--- src/rtl/rtc_irq_emu.sv ---
module rtc_irq_emu #(
  parameter int CW = 32,
  parameter int TICK_DELTA = 256,
  parameter int LW = 8
) (
  input  logic          clk,
  input  logic          rst_n,
  input  logic [CW-1:0] cnt_i,
  input  logic [5:0]    sec_i,
  input  logic [5:0]    min_i,
  input  logic [4:0]    hr_i,
  input  logic          upd_en,
  input  logic          alm_en,
  input  logic          per_en,
  input  logic [5:0]    alm_sec,
  input  logic [5:0]    alm_min,
  input  logic [4:0]    alm_hr,
  input  logic [3:0]    per_log2,
  output logic          irq,
  output logic [15:0]   flags,
  output logic [LW-1:0] lost
);
  localparam int BASE_LOG2 = 6;
  localparam int PCW = BASE_LOG2 + 1;
  localparam int SW = ((LW > PCW) ? LW : PCW) + 1;

  typedef enum logic [1:0] {IDLE, RUN, CATCH} st_t;

  st_t           st;
  logic [CW-1:0] cmp;
  logic          any_q, upd_q, sec_ok;
  logic [5:0]    prev_sec;
  logic [PCW-1:0] pie_cnt;
  logic [LW-1:0] lost_acc;

  wire any_en = upd_en | alm_en | per_en;
  wire fast = per_en && (per_log2 > 4'(BASE_LOG2));
  wire [3:0] sh = per_log2 - 4'(BASE_LOG2);
  wire [CW-1:0] step = fast ? (CW'(TICK_DELTA) >> sh) : CW'(TICK_DELTA);
  wire [PCW-1:0] limit = (per_log2 >= 4'(BASE_LOG2)) ? PCW'(1)
                         : (PCW'(1) << (4'(BASE_LOG2) - per_log2));

  wire [CW-1:0] diff = cnt_i - cmp;
  wire reached = !diff[CW-1];
  wire behind = reached && (diff != '0);
  wire eval = (st == CATCH) && !behind && any_en;

  wire [SW-1:0] pie_sum = SW'(pie_cnt) + SW'(lost_acc) + SW'(1);
  wire uf = upd_en && upd_q && sec_ok && (sec_i != prev_sec);
  wire af = alm_en && (sec_i == alm_sec) && (min_i == alm_min) && (hr_i == alm_hr);
  wire pf = per_en && (pie_sum >= SW'(limit));

  always_ff @(posedge clk) begin
    if (!rst_n) begin
      st       <= IDLE;
      cmp      <= '0;
      any_q    <= 1'b0;
      upd_q    <= 1'b0;
      sec_ok   <= 1'b0;
      prev_sec <= '0;
      pie_cnt  <= '0;
      lost_acc <= '0;
      irq      <= 1'b0;
      flags    <= '0;
      lost     <= '0;
    end else begin
      any_q <= any_en;
      upd_q <= upd_en;
      irq   <= 1'b0;
      if (upd_en && !upd_q) sec_ok <= 1'b0;
      if (!any_en) begin
        st <= IDLE;
      end else begin
        case (st)
          IDLE: begin
            cmp <= cnt_i + step;
            st  <= RUN;
          end
          RUN: if (reached) begin
            cmp      <= cmp + step;
            lost_acc <= '0;
            st       <= CATCH;
          end
          default: begin
            if (behind) begin
              cmp      <= cmp + step;
              lost_acc <= (&lost_acc) ? lost_acc : lost_acc + 1'b1;
            end else begin
              st <= RUN;
            end
          end
        endcase
      end
      if (eval) begin
        if (upd_en) begin
          prev_sec <= sec_i;
          sec_ok   <= upd_q;
        end
        if (per_en) pie_cnt <= pf ? '0 : PCW'(pie_sum);
        if (uf || af || pf) begin
          irq   <= 1'b1;
          flags <= {8'h01, 1'b1, pf, af, uf, 4'b0000};
          lost  <= lost_acc;
        end
      end
    end
  end

  AST_IRQ_ONE_CYCLE: assert property (@(posedge clk) disable iff (!rst_n)
    irq |=> !irq);
  AST_FLAG_WORD: assert property (@(posedge clk) disable iff (!rst_n)
    irq |-> (flags[15:8] == 8'h01 && flags[7] && (|flags[6:4]) && flags[3:0] == 4'h0));
  AST_QUIET_OFF: assert property (@(posedge clk) disable iff (!rst_n)
    !any_en |=> !irq);
  AST_PIE_CLEARED: assert property (@(posedge clk) disable iff (!rst_n)
    (irq && flags[6]) |-> (pie_cnt == '0));
  AST_FIRST_UPDATE: assert property (@(posedge clk) disable iff (!rst_n)
    $rose(upd_en) |=> !(irq && flags[4]));
endmodule

--- config.mk ---
export PLATFORM = sky130hd
export DESIGN_NAME = rtc_irq_emu
export DESIGN_NICKNAME = d
export VERILOG_FILES = /design/src/rtl/rtc_irq_emu.sv
export SDC_FILE = /design/constraint.sdc
export NUM_CORES = 1
export LEC_CHECK = 0
export ABC_AREA = 1
export BUFFER_PORTS_ARGS = -buffer_cell sky130_fd_sc_hd__buf_2
export CAP_MARGIN = 20
export CELL_PAD_IN_SITES_DETAIL_PLACEMENT = 0
export CELL_PAD_IN_SITES_GLOBAL_PLACEMENT = 2
export CORE_ASPECT_RATIO = 0.8
export CORE_UTILIZATION = 31
export CTS_CLUSTER_SIZE = 16
export DETAILED_ROUTE_END_ITERATION = 8
export GPL_TIMING_DRIVEN = 0
export HOLD_SLACK_MARGIN = 0.08
export PLACE_DENSITY_LB_ADDON = 0.1
export RECOVER_POWER = 50
export SKIP_CTS_REPAIR_TIMING = 1
export SLEW_MARGIN = 5
export SYNTH_ARGS = -nofsm -noshare
export SYNTH_HDL_FRONTEND = slang
export SYNTH_SLANG_ARGS = --single-unit
--- constraint.sdc ---
create_clock -name clk -period 4.25 [get_ports clk]
set_input_delay 0 -clock clk [delete_from_list [all_inputs] [get_ports clk]]
set_output_delay 0 -clock clk [all_outputs]
set_load 0.01 [all_outputs]
== After elaboration in Yosys (flattened, before gate mapping) ==
Cells that the tools add are included.

* Add/subtract/negate cells: 8
* Bitwise logic cells: 3
* Reduce and logical (&&, ||, !) cells: 30
* Mux-type cells: 17
* Eq/ne operators: 9
* Shifts and indexed selects: 2
* Order comparisons: 3

{| class="wikitable"
|+ Operators by type and width
! kind !! count
|-
| 32-bit two-way mux || 3
|-
| 32-bit adder || 2
|-
| 32-bit case mux with 2 select lines || 1
|-
| 32-bit nonzero test || 1
|-
| 9-bit by 4-bit >> shifter with 32-bit output (first input constant) || 1
|-
| 32-bit subtractor || 1
|-
| 8-bit two-way mux || 3
|-
| 8-bit case mux with 2 select lines || 1
|-
| 7-bit two-way mux || 2
|-
| 6-bit == test || 2
|-
| 1-bit logical AND || 12
|-
| 2-bit AND reduction || 6
|-
| 7-bit by 8-bit adder with 9-bit output || 1
|-
| 9-bit by 1-bit adder with 9-bit output (second input constant) || 1
|-
| 9-bit by 7-bit >= comparator with 1-bit output || 1
|-
| 8-bit by 1-bit adder with 8-bit output (second input constant) || 1
|-
| 8-bit AND reduction || 1
|-
| 1-bit by 4-bit << shifter with 7-bit output (first input constant) || 1
|-
| 6-bit inequality test || 1
|-
| 5-bit == test || 1
|-
| 5-bit AND reduction || 1
|-
| 4-bit by 3-bit >= comparator with 1-bit output (second input constant) || 1
|-
| 4-bit by 3-bit > comparator with 1-bit output (second input constant) || 1
|-
| 1-bit two-way mux || 4
|-
| 17 further kinds || 22
|}

* Bits in registers: 70
* Bits of input ports: 75
* Output and inout bits: 25
* Logic and storage cells: 82

== Depth between registers and ports, before layout ==
* Depth in word-level cells: 7
* Mapped depth: 25
* Gate-level depth less buffers: 24

== Least setup slack after synthesis ==
Ideal clock, no wire load.

* Kind: flip-flop to flip-flop
* From: register st[1]
* To: register cmp[24]
* Path slack: 0.570 ns
* Period minus slack after synthesis: 3.680 ns
* Buffers on the path: 5
* Library setup time: 0.113 ns
* Cell stages (with the launch flop): 25
* Data required time: 4.137 ns
* Arrival time: 3.567 ns
* Path through: dfxtp_1 > nor2_2 > buf_6 > buf_6 > buf_2 > clkbuf_1 > clkbuf_1 > a21oi_1 > ha_1 > inv_1 > fa_1 > o21ai_1 > a21oi_1 > o21bai_1 > nand2_1 > nand2_1 > a21oi_1 > nor2_1 > inv_1 > nor2_2 > nand4_1 > nand2_1 > nand2_1 > nand2_1 > nor2_1

* Cells in the longest elaborated chain, start to end: 3
* Elaborated cells on any way between the ends: 6
* Classes of those cells: 2 x eq/ne; 1 x mux; 3 x reduce/logical

{| class="wikitable"
|+ RTL lines
! item !! line !! source
|-
| start: declaration || 29 || <nowiki>st_t st;</nowiki>
|-
| start signal: assignment || 55 || <nowiki>st <= IDLE;</nowiki>
|-
| start signal: assignment || 72 || <nowiki>st <= IDLE;</nowiki>
|-
| start signal: assignment || 77 || <nowiki>st <= RUN;</nowiki>
|-
| 2-bit by 1-bit == test with 1-bit output or 2-bit logical NOT (tied branches) || 74 || <nowiki>case (st)</nowiki>
|-
| 2-bit inequality test (no line) or 3-bit nonzero test (tied branches) || n/a ||
|-
| 3-bit AND reduction (no line) || n/a ||
|-
| end signal: assignment || 76 || <nowiki>cmp <= cnt_i + step;</nowiki>
|-
| end signal: assignment || 80 || <nowiki>cmp <= cmp + step;</nowiki>
|-
| end signal: assignment || 86 || <nowiki>cmp <= cmp + step;</nowiki>
|-
| end: declaration || 30 || <nowiki>logic [CW-1:0] cmp;</nowiki>
|}

Several ways; a longest one is shown, not always the timed one.
A chain may end at the register's enable or synchronous reset.

== Worst setup path after layout ==
* From: register cmp[20]
* To: register cmp[10]

* Cells in the longest elaborated chain, start to end: 5
* Elaborated cells on any way between the ends: 7
* Classes of those cells: 1 x add/sub; 1 x eq/ne; 5 x reduce/logical

{| class="wikitable"
|+ RTL lines
! item !! line !! source
|-
| 32-bit subtractor (*) || 43 || <nowiki>wire [CW-1:0] diff = cnt_i - cmp;</nowiki>
|-
| 32-bit nonzero test or 1-bit logical NOT (tied branches) || 45, 44 ||
|-
| 1-bit logical AND || 45 || <nowiki>wire behind = reached && (diff != '0);</nowiki>
|-
| 3-bit nonzero test (no line) || n/a ||
|-
| 3-bit AND reduction (no line) (*) || n/a ||
|}

Every way passes the cells marked *; elsewhere a longest branch is shown, timed or not.

==> impl_metrics.json <==
{
  "outcome": "complete, no violations",
  "rsz0062_at_grt": "false",
  "synth_warnings": 0,
  "syn_inst": 1432,
  "syn_avg_cell_area_um2": 5.64,
  "synth_edf_count": 0,
  "cts_tree": "built",
  "path_max_fanout": 10,
  "nets": 1679,
  "dr.pass1.iters": 5,
  "required_ns": 4.52,
  "reg2reg_slack_ns": 0.21,
  "cellLeakagePower_uw": 0.00504,
  "grt_pass1_vias": 7520,
  "clock-sinks": 70,
  "placed_area_mm2": 0.00898,
  "min_path_cells": 5,
  "start_util_pct": 31.7,
  "grt_antenna_before_repair": 0,
  "dieArea_mm2": 0.0267,
  "post_drt_wl_per_cell_um": 13.7,
  "min_period_over_period_pct": 95.0,
  "numCtsBuffers": 9,
  "core_area_mm2": 0.0254,
  "power_density_mw_per_mm2": 568,
  "final_cell_mix": "nand2_1, inv_1, nor2_1",
  "synth_cell_type_count": 48,
  "root_buffer": "clkbuf_16",
  "timing.hold.ws_ns": 0.125,
  "async_flop_share_pct": 0,
  "cp-start-kind": "flop",
  "drt_wl_total_um": 26000,
  "cts_max_path_buffers": 2,
  "grt.overflow.total": 0,
  "clk_latency_ns": 0.35,
  "synth_seq_cells": 70,
  "ir_drop_mv": 0.267,
  "rr_worst_depth": 20,
  "setup_viol": 0,
  "finClkSkew_ns": 0.0154,
  "rr_startpoint": "cmp[20]$_SDFFE_PN0P_",
  "ys.flop_type": "dfxtp_1",
  "drv_cap": 0,
  "dieHeight_um": 146,
  "worstMarginPinSlew_ns": 0.824,
  "syn-cell-area_mm2": 0.00807,
  "hold_violations": 0,
  "rows": 52,
  "hold_start": "alm_en",
  "p_total_uw": 5290,
  "area_growth_pct": 15.5,
  "die_w_um": 182,
  "grt_max_degree": 13,
  "worstPathArrival_ns": 4.31,
  "stdcell_area_mm2": 0.00933,
  "via_per_inst": 4.48,
  "dp_hpwl_um": 22300,
  "crit_path_end": "cmp[10]$_SDFFE_PN0P_",
  "vias": 8504,
  "dp_slack_ns": -0.413,
  "worstSetupStartpoint": "cmp[20]$_SDFFE_PN0P_",
  "slew_violations": 0,
  "min_path_type": "in -> reg",
  "seq_area_frac_synth_pct": 17.4,
  "drcViolationCount": 0,
  "final_common_cell": "nand2_1",
  "antenna_left": 0,
  "critPathKind": "reg -> reg",
  "relSlewSlack_pct": 45.1,
  "layout_setup_ws_ns": 0.214,
  "portBuffers": 86,
  "timing.fmax_mhz": 248,
  "r2r-end": "cmp[10]$_SDFFE_PN0P_",
  "layout-drive-gt1-share_pct": 10.3,
  "grt_pass1_wl_um": 41000,
  "gp_congestion": 0.847,
  "period_minus_slack_ns": 4.04,
  "grt_use_total_pct": 19.8,
  "ios": 100,
  "cts.reportedPaths.clkPinSlew_ns": 0.06,
  "drtIter0Drc": 465,
  "end_kind": "flop",
  "htree_num_levels": 3,
  "antenna_cells": 0
}
-- layout make-up --
type / count / area [um^2]
clock buffers: 10 / 229
clock inverters: 6 / 110
inverters: 282 / 1060
well taps: 351 / 439
multi-input cells: 1054 / 5380
flip-flops and latches: 70 / 1400
fillers: 3016 / 16100
repair buffers: 93 / 483
plain buffers: 34 / 219
-- where the power goes --
group / internal [uW] / total, uW / switching [uW]
clock: 573 / 883 / 310
sequential: 826 / 927 / 101
combinational: 1140 / 3480 / 2340
total: 2540 / 5290 / 2750
-- routing by layer --
metal	track usage, %	part of all wire, %
met5	0	0
met4	1.89	0.31
met1	31.7	57
met2	27.9	39
met3	2.94	3.8
-- through the flow --
step	TNS (ns)	util (%)	instances
after floorplan	0	-	1442
after global placement	-3.69	35.3	1879
after detailed placement	-3.55	35.3	1879
after CTS	-4.06	36.6	1895
after global routing	0	36.7	1900
final	0	36.7	1900
-- sequential cells by signal (all words and copies together) (netlist names), named ones only --
name,count
cmp,32
lost,8
lost_acc,8
pie_cnt,7
prev_sec,6
flags,4
st,2
irq,1
upd_q,1
-- cell usage after synthesis, types with 12 or more instances --
cell type,number,area (um^2)
nor2_1,194,728
o21ai_1,19,95.1
nand3_1,72,360
inv_2,13,48.8
nand4_1,28,175
buf_4,14,105
a21oi_1,65,325
inv_1,268,1010
dfxtp_1,70,1400
o21ai_0,35,175
nor3_1,19,95.1
xor2_1,43,377
ha_1,57,713
nand2_1,424,1590
nor2_2,12,75.1
-- worst min path at each step --
stage | to | slack, ns
final | st[0]$_SDFFE_PN0P_ | 0.13
after floorplan | upd_q$_SDFF_PN0_ | 0.09
after CTS | prev_sec[2]$_SDFFE_PN0P_ | -0.1
after detailed placement | prev_sec[4]$_SDFFE_PN0P_ | 0.26
after global routing | st[0]$_SDFFE_PN0P_ | 0.16
after global placement | prev_sec[4]$_SDFFE_PN0P_ | 0.26
-- cell families after synthesis --
logic type	after synthesis	share of synthesized area, %
buffers and inverters	318	16.0
AO/OA/AOI/OAI	141	9.62
AND/OR/NAND/NOR	788	41.5
other	1	0.0464
XOR/XNOR	54	5.86
adder cells (fa/ha/maj)	60	9.58
flip-flops	70	17.4
-- critical path, stage by stage (launching register included) --
cell and delay (ns):
dfxtp_1 0.33, inv_1 0.07, ha_1 0.40, nand2_1 0.12, inv_2 0.08, nand2_1 0.09
nor3_1 0.61, and2_1 0.23, nand2_1 0.08, nand2_1 0.08, nand2_1 0.05, nand2_1 0.06
nor2_1 0.04, nand2_1 0.07, nor2_1 0.06, nand3_1 0.18, nand2_1 0.23, a21oi_2 0.61
clkbuf_2 0.41, nor2_1 0.07, nor2_1 0.11
Note: power is estimated with default switching activity, not from simulation.
